**config.mk**
```make
export PLATFORM = sky130hd
export DESIGN_NAME = avio_word_rx
export DESIGN_NICKNAME = d
export VERILOG_FILES = /design/src/rtl/avw_pkg.sv /design/src/rtl/avw_tick.sv /design/src/rtl/avw_framer.sv /design/src/rtl/avw_store.sv /design/src/rtl/avio_word_rx.sv
export SDC_FILE = /design/constraint.sdc
export NUM_CORES = 1
export LEC_CHECK = 0
export CAP_MARGIN = 0
export CORE_MARGIN = 10
export CORE_UTILIZATION = 35
export DETAILED_ROUTE_END_ITERATION = 12
export PLACE_DENSITY = 0.52
export SETUP_SLACK_MARGIN = 0.02
export SYNTH_ARGS = -nofsm -noshare
export SYNTH_HDL_FRONTEND = slang
export SYNTH_HIERARCHICAL = 1
export SYNTH_SLANG_ARGS = --single-unit
```
**constraint.sdc**
```tcl
create_clock -name clk -period 4.15 [get_ports clk]
set_clock_uncertainty 0.1 [all_clocks]
set_input_delay 0.83 -clock clk [delete_from_list [all_inputs] [get_ports clk]]
set_output_delay 0.83 -clock clk [all_outputs]
set_load 0.05 [all_outputs]
```
**src/rtl/avw_pkg.sv**
```systemverilog
package avw_pkg;
  typedef enum logic [1:0] {
    FR_GAPW  = 2'd0,
    FR_IDLE  = 2'd1,
    FR_MARK  = 2'd2,
    FR_SPACE = 2'd3
  } fr_state_t;

  function automatic int imax(input int a, input int b);
    return (a > b) ? a : b;
  endfunction
endpackage

```
**src/rtl/avw_tick.sv**
```systemverilog
module avw_tick #(
  parameter int DIV_FAST = 10,
  parameter int DIV_SLOW = 80
) (
  input  logic clk,
  input  logic rst_n,
  input  logic slow,
  output logic tick
);
  localparam int DMAX = avw_pkg::imax(DIV_FAST, DIV_SLOW);
  localparam int CW   = $clog2(DMAX);

  logic [CW-1:0] cnt;
  logic [CW-1:0] lim;

  generate
    if (DIV_FAST == DIV_SLOW) begin : g_one_rate
      assign lim = CW'(DIV_FAST - 1);
    end else begin : g_two_rate
      assign lim = slow ? CW'(DIV_SLOW - 1) : CW'(DIV_FAST - 1);
    end
  endgenerate

  always_ff @(posedge clk or negedge rst_n) begin
    if (!rst_n) begin
      cnt  <= '0;
      tick <= 1'b0;
    end else if (cnt >= lim) begin
      cnt  <= '0;
      tick <= 1'b1;
    end else begin
      cnt  <= cnt + 1'b1;
      tick <= 1'b0;
    end
  end
endmodule

```
**src/rtl/avw_framer.sv**
```systemverilog
module avw_framer #(
  parameter int OSR = 10,
  parameter int WB  = 32
) (
  input  logic          clk,
  input  logic          rst_n,
  input  logic          tick,
  input  logic          line_one,
  input  logic          line_zero,
  output logic          eos,
  output logic [WB-1:0] word
);
  import avw_pkg::*;

  localparam int PH_NOM = OSR / 2;
  localparam int PH_TOL = OSR / 5;
  localparam int PMIN   = PH_NOM - PH_TOL;
  localparam int PMAX   = PH_NOM + PH_TOL;
  localparam int GAP    = 3 * OSR;
  localparam int RW     = $clog2(GAP + 1);
  localparam int CW     = $clog2(WB);
  localparam logic [RW-1:0] RMAX = RW'(PMAX + 1);

  fr_state_t     st;
  logic [RW-1:0] run;
  logic [CW-1:0] cnt;
  logic          val;
  logic [WB-1:0] sr;
  logic          nul, bad, in_ph;

  assign nul   = !line_one && !line_zero;
  assign bad   = line_one && line_zero;
  assign in_ph = (run >= RW'(PMIN)) && (run <= RW'(PMAX));
  assign word  = sr;

  always_ff @(posedge clk or negedge rst_n) begin
    if (!rst_n) begin
      st  <= FR_GAPW;
      run <= '0;
      cnt <= '0;
      val <= 1'b0;
      sr  <= '0;
      eos <= 1'b0;
    end else begin
      eos <= 1'b0;
      if (tick) begin
        unique case (st)
          FR_GAPW: begin
            if (!nul) run <= '0;
            else if (run >= RW'(GAP - 1)) begin
              st  <= FR_IDLE;
              run <= '0;
            end else run <= run + 1'b1;
          end
          FR_IDLE: begin
            cnt <= '0;
            if (bad) begin
              st  <= FR_GAPW;
              run <= '0;
            end else if (!nul) begin
              st  <= FR_MARK;
              val <= line_one;
              run <= RW'(1);
            end
          end
          FR_MARK: begin
            if (bad || (!nul && (line_one != val))) begin
              st  <= FR_GAPW;
              run <= '0;
            end else if (!nul) begin
              if (run != RMAX) run <= run + 1'b1;
            end else if (in_ph) begin
              sr  <= {val, sr[WB-1:1]};
              run <= RW'(1);
              if (cnt == CW'(WB - 1)) begin
                eos <= 1'b1;
                cnt <= '0;
                st  <= FR_GAPW;
              end else begin
                cnt <= cnt + 1'b1;
                st  <= FR_SPACE;
              end
            end else begin
              st  <= FR_GAPW;
              run <= RW'(1);
            end
          end
          FR_SPACE: begin
            if (bad) begin
              st  <= FR_GAPW;
              run <= '0;
            end else if (nul) begin
              if (run >= RW'(GAP - 1)) begin
                st  <= FR_IDLE;
                run <= '0;
                cnt <= '0;
              end else run <= run + 1'b1;
            end else if (in_ph) begin
              st  <= FR_MARK;
              val <= line_one;
              run <= RW'(1);
            end else begin
              st  <= FR_GAPW;
              run <= '0;
            end
          end
          default: st <= FR_GAPW;
        endcase
      end
    end
  end
endmodule

```
**src/rtl/avw_store.sv**
```systemverilog
module avw_store #(
  parameter int WB = 32,
  parameter int FB = 8
) (
  input  logic            clk,
  input  logic            rst_n,
  input  logic            eos,
  input  logic [WB-1:0]   word,
  input  logic            filt_en,
  input  logic [1:0]      filt_bits,
  input  logic            rd_en,
  input  logic            rd_hi,
  output logic [WB/2-1:0] rd_data,
  output logic            ready_n
);
  localparam int HW = WB / 2;

  logic [WB-1:0] lat;
  logic          rdy;
  logic [1:0]    got, got_n;
  logic          accept;

  assign accept  = eos && (!filt_en || (word[FB+1:FB] == filt_bits));
  assign rd_data = rd_hi ? lat[WB-1:HW] : lat[HW-1:0];
  assign ready_n = !rdy;

  always_comb begin
    got_n = got | (rd_hi ? 2'b10 : 2'b01);
  end

  always_ff @(posedge clk or negedge rst_n) begin
    if (!rst_n) begin
      lat <= '0;
      rdy <= 1'b0;
      got <= 2'b00;
    end else if (accept) begin
      lat <= {~^word, word[WB-2:0]};
      rdy <= 1'b1;
      got <= 2'b00;
    end else if (rd_en && rdy) begin
      if (&got_n) begin
        rdy <= 1'b0;
        got <= 2'b00;
      end else begin
        got <= got_n;
      end
    end
  end
endmodule

```
**src/rtl/avio_word_rx.sv**
```systemverilog
module avio_word_rx #(
  parameter int DIV_FAST = 10,
  parameter int DIV_SLOW = 80,
  parameter int OSR      = 10,
  parameter int WB       = 32
) (
  input  logic            clk,
  input  logic            rst_n,
  input  logic            slow_rate,
  input  logic            filt_en,
  input  logic [1:0]      filt_bits,
  input  logic            line_one,
  input  logic            line_zero,
  input  logic            rd_en,
  input  logic            rd_hi,
  output logic [WB/2-1:0] rd_data,
  output logic            ready_n
);
  logic          tick;
  logic          eos;
  logic [WB-1:0] sh_word;

  avw_tick #(.DIV_FAST(DIV_FAST), .DIV_SLOW(DIV_SLOW)) u_tick (
    .clk(clk), .rst_n(rst_n), .slow(slow_rate), .tick(tick)
  );

  avw_framer #(.OSR(OSR), .WB(WB)) u_framer (
    .clk(clk), .rst_n(rst_n), .tick(tick),
    .line_one(line_one), .line_zero(line_zero),
    .eos(eos), .word(sh_word)
  );

  avw_store #(.WB(WB), .FB(8)) u_store (
    .clk(clk), .rst_n(rst_n), .eos(eos), .word(sh_word),
    .filt_en(filt_en), .filt_bits(filt_bits),
    .rd_en(rd_en), .rd_hi(rd_hi),
    .rd_data(rd_data), .ready_n(ready_n)
  );
endmodule

```
Yosys cells after proc, flatten, opt, wreduce, memory -nomap -nowiden
Cells that the tools add are included.
{ "classes": {"addsub": 3, "muxes": 54, "n_mul": 0, "div": 0, "n_reduce_logical": 26, "n_eq_ne": 21, "bitwise": 2, "magnitude_cmp": 4, "shifts": 0} }
{ "op_table": {"columns": ["op", "n"], "rows": [
  ["$mux W5", 16],
  ["$reduce_xnor A32 Y1", 1],
  ["$mux W2", 15],
  ["$pmux W5 S4", 1],
  ["$mux W1", 16],
  ["$mux W16", 1],
  ["$pmux W5 S3", 1],
  ["$mux W7", 2],
  ["$ne A2 B1 Y1 const B", 6],
  ["$add A5 B1 Y5 const B", 2],
  ["$ne A2 B2 Y1 const B", 5],
  ["$pmux W2 S4", 1],
  ["$reduce_and A8 Y1", 1],
  ["$add A7 B1 Y7 const B", 1],
  ["$ge A7 B7 Y1", 1],
  ["$reduce_and A7 Y1", 1],
  ["$logic_and A1 B1 Y1", 6],
  ["$reduce_bool A2 Y1", 3],
  ["$eq A5 B5 Y1 const B", 1],
  ["$ge A5 B2 Y1 const B", 1],
  ["$ge A5 B5 Y1 const B", 1],
  ["$le A5 B3 Y1 const B", 1],
  ["$logic_not A1 Y1", 5],
  ["$ne A5 B4 Y1 const B", 1],
  ["other kinds (17)", 20]
]} }
{ "totals": {"memories": 0, "romBits": 0, "mem_bits_rw": 0, "latch_bits": 0, "wordCells": 121, "output_inout_bits": 17, "regBits": 89, "input_bits": 10} }

Depth between registers and ports, before layout
{ "logic_depth": {"word_depth": 8, "ltp_mapped": 7, "depth_no_buf": 7} }

Modules after synthesis
Netlist, hierarchy kept.
{ "modules_own_cells": {"columns": ["mod", "n_inst", "cells_each", "seq_area_each_um2", "area_each_um2"], "rows": [
  ["avw_framer", 1, 192, 1151.1, 2363.5],
  ["avw_store", 1, 136, 875.8, 1805.5],
  ["avw_tick", 1, 43, 200.2, 449.2]
]} }

Worst setup path after synthesis
Ideal clock, no wire load.
{ "synth_timing": {"kind": "in2out", "start": "input port rd_hi", "end": "output port rd_data[10]", "t_arrival_ps": 1884, "setup_slack_ps": 1336, "stages": 3, "n_path_buf": 2, "required_ps": 3220, "cell_sequence": "clkbuf_1 buf_2 mux2_2"} }
{ "synth_between": {"elab_chain_cells": 1} }
{ "synth_rtl": {"columns": ["item", "line_no", "rtl"], "rows": [
  ["start: declaration", "avio_word_rx.sv:15", "input logic rd_hi,"],
  ["$mux W16", "avw_store.sv:24", "assign rd_data = rd_hi ? lat[WB-1:HW] : lat[HW-1:0];"],
  ["end: declaration", "avio_word_rx.sv:16", "output logic [WB/2-1:0] rd_data,"]
]} }
No other way between the ends.

Worst setup path in the final report
{ "layout_timing": {"start": "input port rd_hi", "end": "output port rd_data[14]"} }
The elaborated chain is that of the path after synthesis.

==> results.txt <==
Worst IR Drop VDD: 0.000217 V
Pin count of the biggest net entering global routing: 80
Crit path kind: in -> out
Cells after Synth: 371
Synth async-reset ratio: 100%
Fmax: 0.304 GHz
Chip Height: 135 um
Sw Share: 27.5%
WHS Path Cells: 2
Sequential power share: 49.7%
H-tree levels: 3
Routed WL: 8430 um
Fin crit period: 3.29 ns
First-pass GRT wire length: 14600 um
Total Die Area: 18200 um^2
Critical path required time: 3.22 ns
Mapped Area: 4620 um^2
DR WL/cell: 14.6 um
Clock Root Buffer: clkbuf_16
CTS buffer count: 9
Non-Filler Instances: 576
Relative slew slack: 32.8%
Antenna cells: 0
Reg-to-reg slack, setup: 1.05 ns
CTS Sinks: 89
Combinational share of power: 12.9%
PostCTS Resize Cnt: 0
CP arrival: 2.36 ns
Ys Warns: 6
Share of cells above drive strength 1: 31.4%
Core area: 12800 um^2
Post-route cell area: 5270 um^2
Area grow syn2layout: 14.0%
Hold WC Path Type: reg -> reg
RSZ-0062 raised after global routing: no
Clk Latency, worst-skew pair: 0.33 ns
Via density per instance: 4.79
Gpl congestion: 0.814
Synth cell types: 55
Router iterations before antenna repair: 4
Setup TNS: 0 ns
CTS clk-pin slew, worst paths: 0.07 ns
Switch Pwr: 0.541 mW
Final setup viols: 0
Area after DPL: 4990 um^2
Fin. Hold Viols: 0
Leakage power: 2.44 nW
Die Width: 135 um
Inst Count DP: 560
Register bit total from synthesis: 89
Clk buf depth: 2
Avg Cell Area, Syn: 12.4 um^2
Ys flop type: dfrtp_1
Syn nets: 390
Vias in the first global route: 2842
Worst setup SP type: input pin
Grt ovf: 0
Via count: 2761
Initial antenna violation count: 0
Final antenna-violating net count: 0
Worst reg-to-reg path cell count: 6
NumNets Final: 418
Fillers: 1196
Kind of end point of the critical path: output pin
Number of remaining DRC errors: 0
Hpwl dp: 5690 um
Pins over their slew limit: 0
Post-synth EDFFs: 0
CTS Hold Bufs: 0
Setup slack at placement: 0.853 ns
# IOs: 27
Total GRT Usage: 9.84%
Starting Density: 36.2%
Outcome: finished clean
Power share of the clock group: 37.4%
Max_cap viols: 0
FP Rows: 41
First DRT Iteration DRCs: 139
Register area share after synthesis: 48.2%
Post-CTS Setup Bufs: 0
I/O Buffers: 26
Final period util: 79.2%
Slew @ Worst Pin: 1.01 ns
Pwr dens: 373 nW/um^2
CTS tree: yes
Crit-path max FO: 2
Setup ws final: 0.862 ns
Internal power: 1.42 mW
stage by stage:
step           util, %  total power [mW]  hold slack [ns]
3_5_place_dp      39.1              1.25            0.380
4_1_cts           41.2              2.00            0.395
5_1_grt           41.2              2.09            0.408
6_report          41.2              1.97            0.391
2_1_floorplan        -              1.17            0.350
3_3_place_gp      39.1              1.24            0.376
flip-flops by register name (all words and copies together), names as in the netlist:
name and count:
u_framer/run 5, u_tick/tick 1, u_store/lat 32, u_framer/val 1, u_framer/st 2, u_framer/eos 1
u_framer/word 32, u_tick/cnt 7, u_store/got 2, u_store/rdy 1, u_framer/cnt 5
worst paths after layout:
path | endpoint | start
worst max-delay path | rd_data[14] | rd_hi
worst min-delay path | u_store/lat[31] | u_store/lat[31]
worst max register to register | u_framer/word[8] | u_framer/run[0]
worst min register to register | u_store/lat[31] | u_store/lat[31]
max in group asynchronous | u_framer/word[31] | rst_n
min in group asynchronous | u_store/got[1] | rst_n
power by group through the flow:
stage	clock [mW]	combinational, mW	sequential, mW
global route	0.811	0.295	0.984
CTS	0.769	0.259	0.976
finish	0.735	0.253	0.977
detailed placement	0	0.255	0.993
global placement	0	0.249	0.991
floorplan	0	0.196	0.975
cell families (layout without fill, tap and decap cells):
logic type      Yosys count  after routing  synth area share [%]
compound gates           55             55                  8.18
xor+xnor                 37             37                  7.02
fa+ha+maj                10             10                  2.66
buf+inv                  23             56                  2.79
flops                    89             89                  48.2
mux                      83             83                  22.6
simple gates             74             74                  8.56
per-layer routing:
layer / global-route usage (%) / share of wire, % / vias to the layer above
li1: - / - / 1382
met3: 3.52 / 4.2 / 4
met4: 2.72 / 0.55 / 0
met5: 0 / 0 / -
met2: 15.5 / 49 / 35
met1: 12.4 / 47 / 1340
synthesized netlist by cell type, types with 2 or more instances:
cell      count  share of area, %
a211oi_1      3              0.49
a21boi_0      2              0.33
a21oi_1      13               1.4
a22o_1        2              0.38
a32o_1        2              0.43
buf_4         3              0.49
buf_6         4              0.98
clkbuf_1      5              0.41
dfrtp_1      89                48
ha_1          9               2.4
inv_1        10              0.81
mux2_2       53                13
mux2_4       29               9.4
nand2_1      15               1.2
nand2b_1      3              0.41
nand3_1       8              0.87
nand4_1       2              0.27
nor2_1       20               1.6
nor2b_1       2              0.27
nor3_1        7              0.76
nor3b_1       2              0.33
o211ai_1      3              0.49
o21ai_0      12               1.3
o21ai_1       3              0.33
o31ai_1       2              0.33
or2_2         3              0.41
or3_1         2              0.27
xnor2_1      29               5.5
xor2_1        8               1.5
area by class of cell:
cell class / instances / area, um^2 / share of cell area [%]
clock inverter: 6 / 43.8 / 0.832
sequential: 89 / 2230 / 42.3
multi-input combinational: 259 / 2260 / 43.0
tap: 172 / 215 / 4.09
inverter: 10 / 37.5 / 0.713
clock buffer: 10 / 229 / 4.35
timing repair buffer: 30 / 250 / 4.75
worst max-delay path: stages:
cell and delay [ns]:
clkdlybuf4s50_1 0.49, mux2_2 0.34, clkdlybuf4s50_1 0.70
cell usage in the layout, fill, tap and decap left out, types with 3 or more instances in the layout:
master	instances
xor2_1	8
nand3_1	8
buf_4	20
o21ai_1	3
a211oi_1	3
dfrtp_1	89
ha_1	9
nor2_1	20
o21ai_0	12
mux2_4	29
or2_2	3
clkbuf_16	9
nand2_1	15
inv_1	10
a21oi_1	13
nand2b_1	3
o211ai_1	3
clkdlybuf4s50_1	10
nor3_1	7
xnor2_1	29
mux2_2	53
Note: power is estimated with default switching activity, not from simulation.
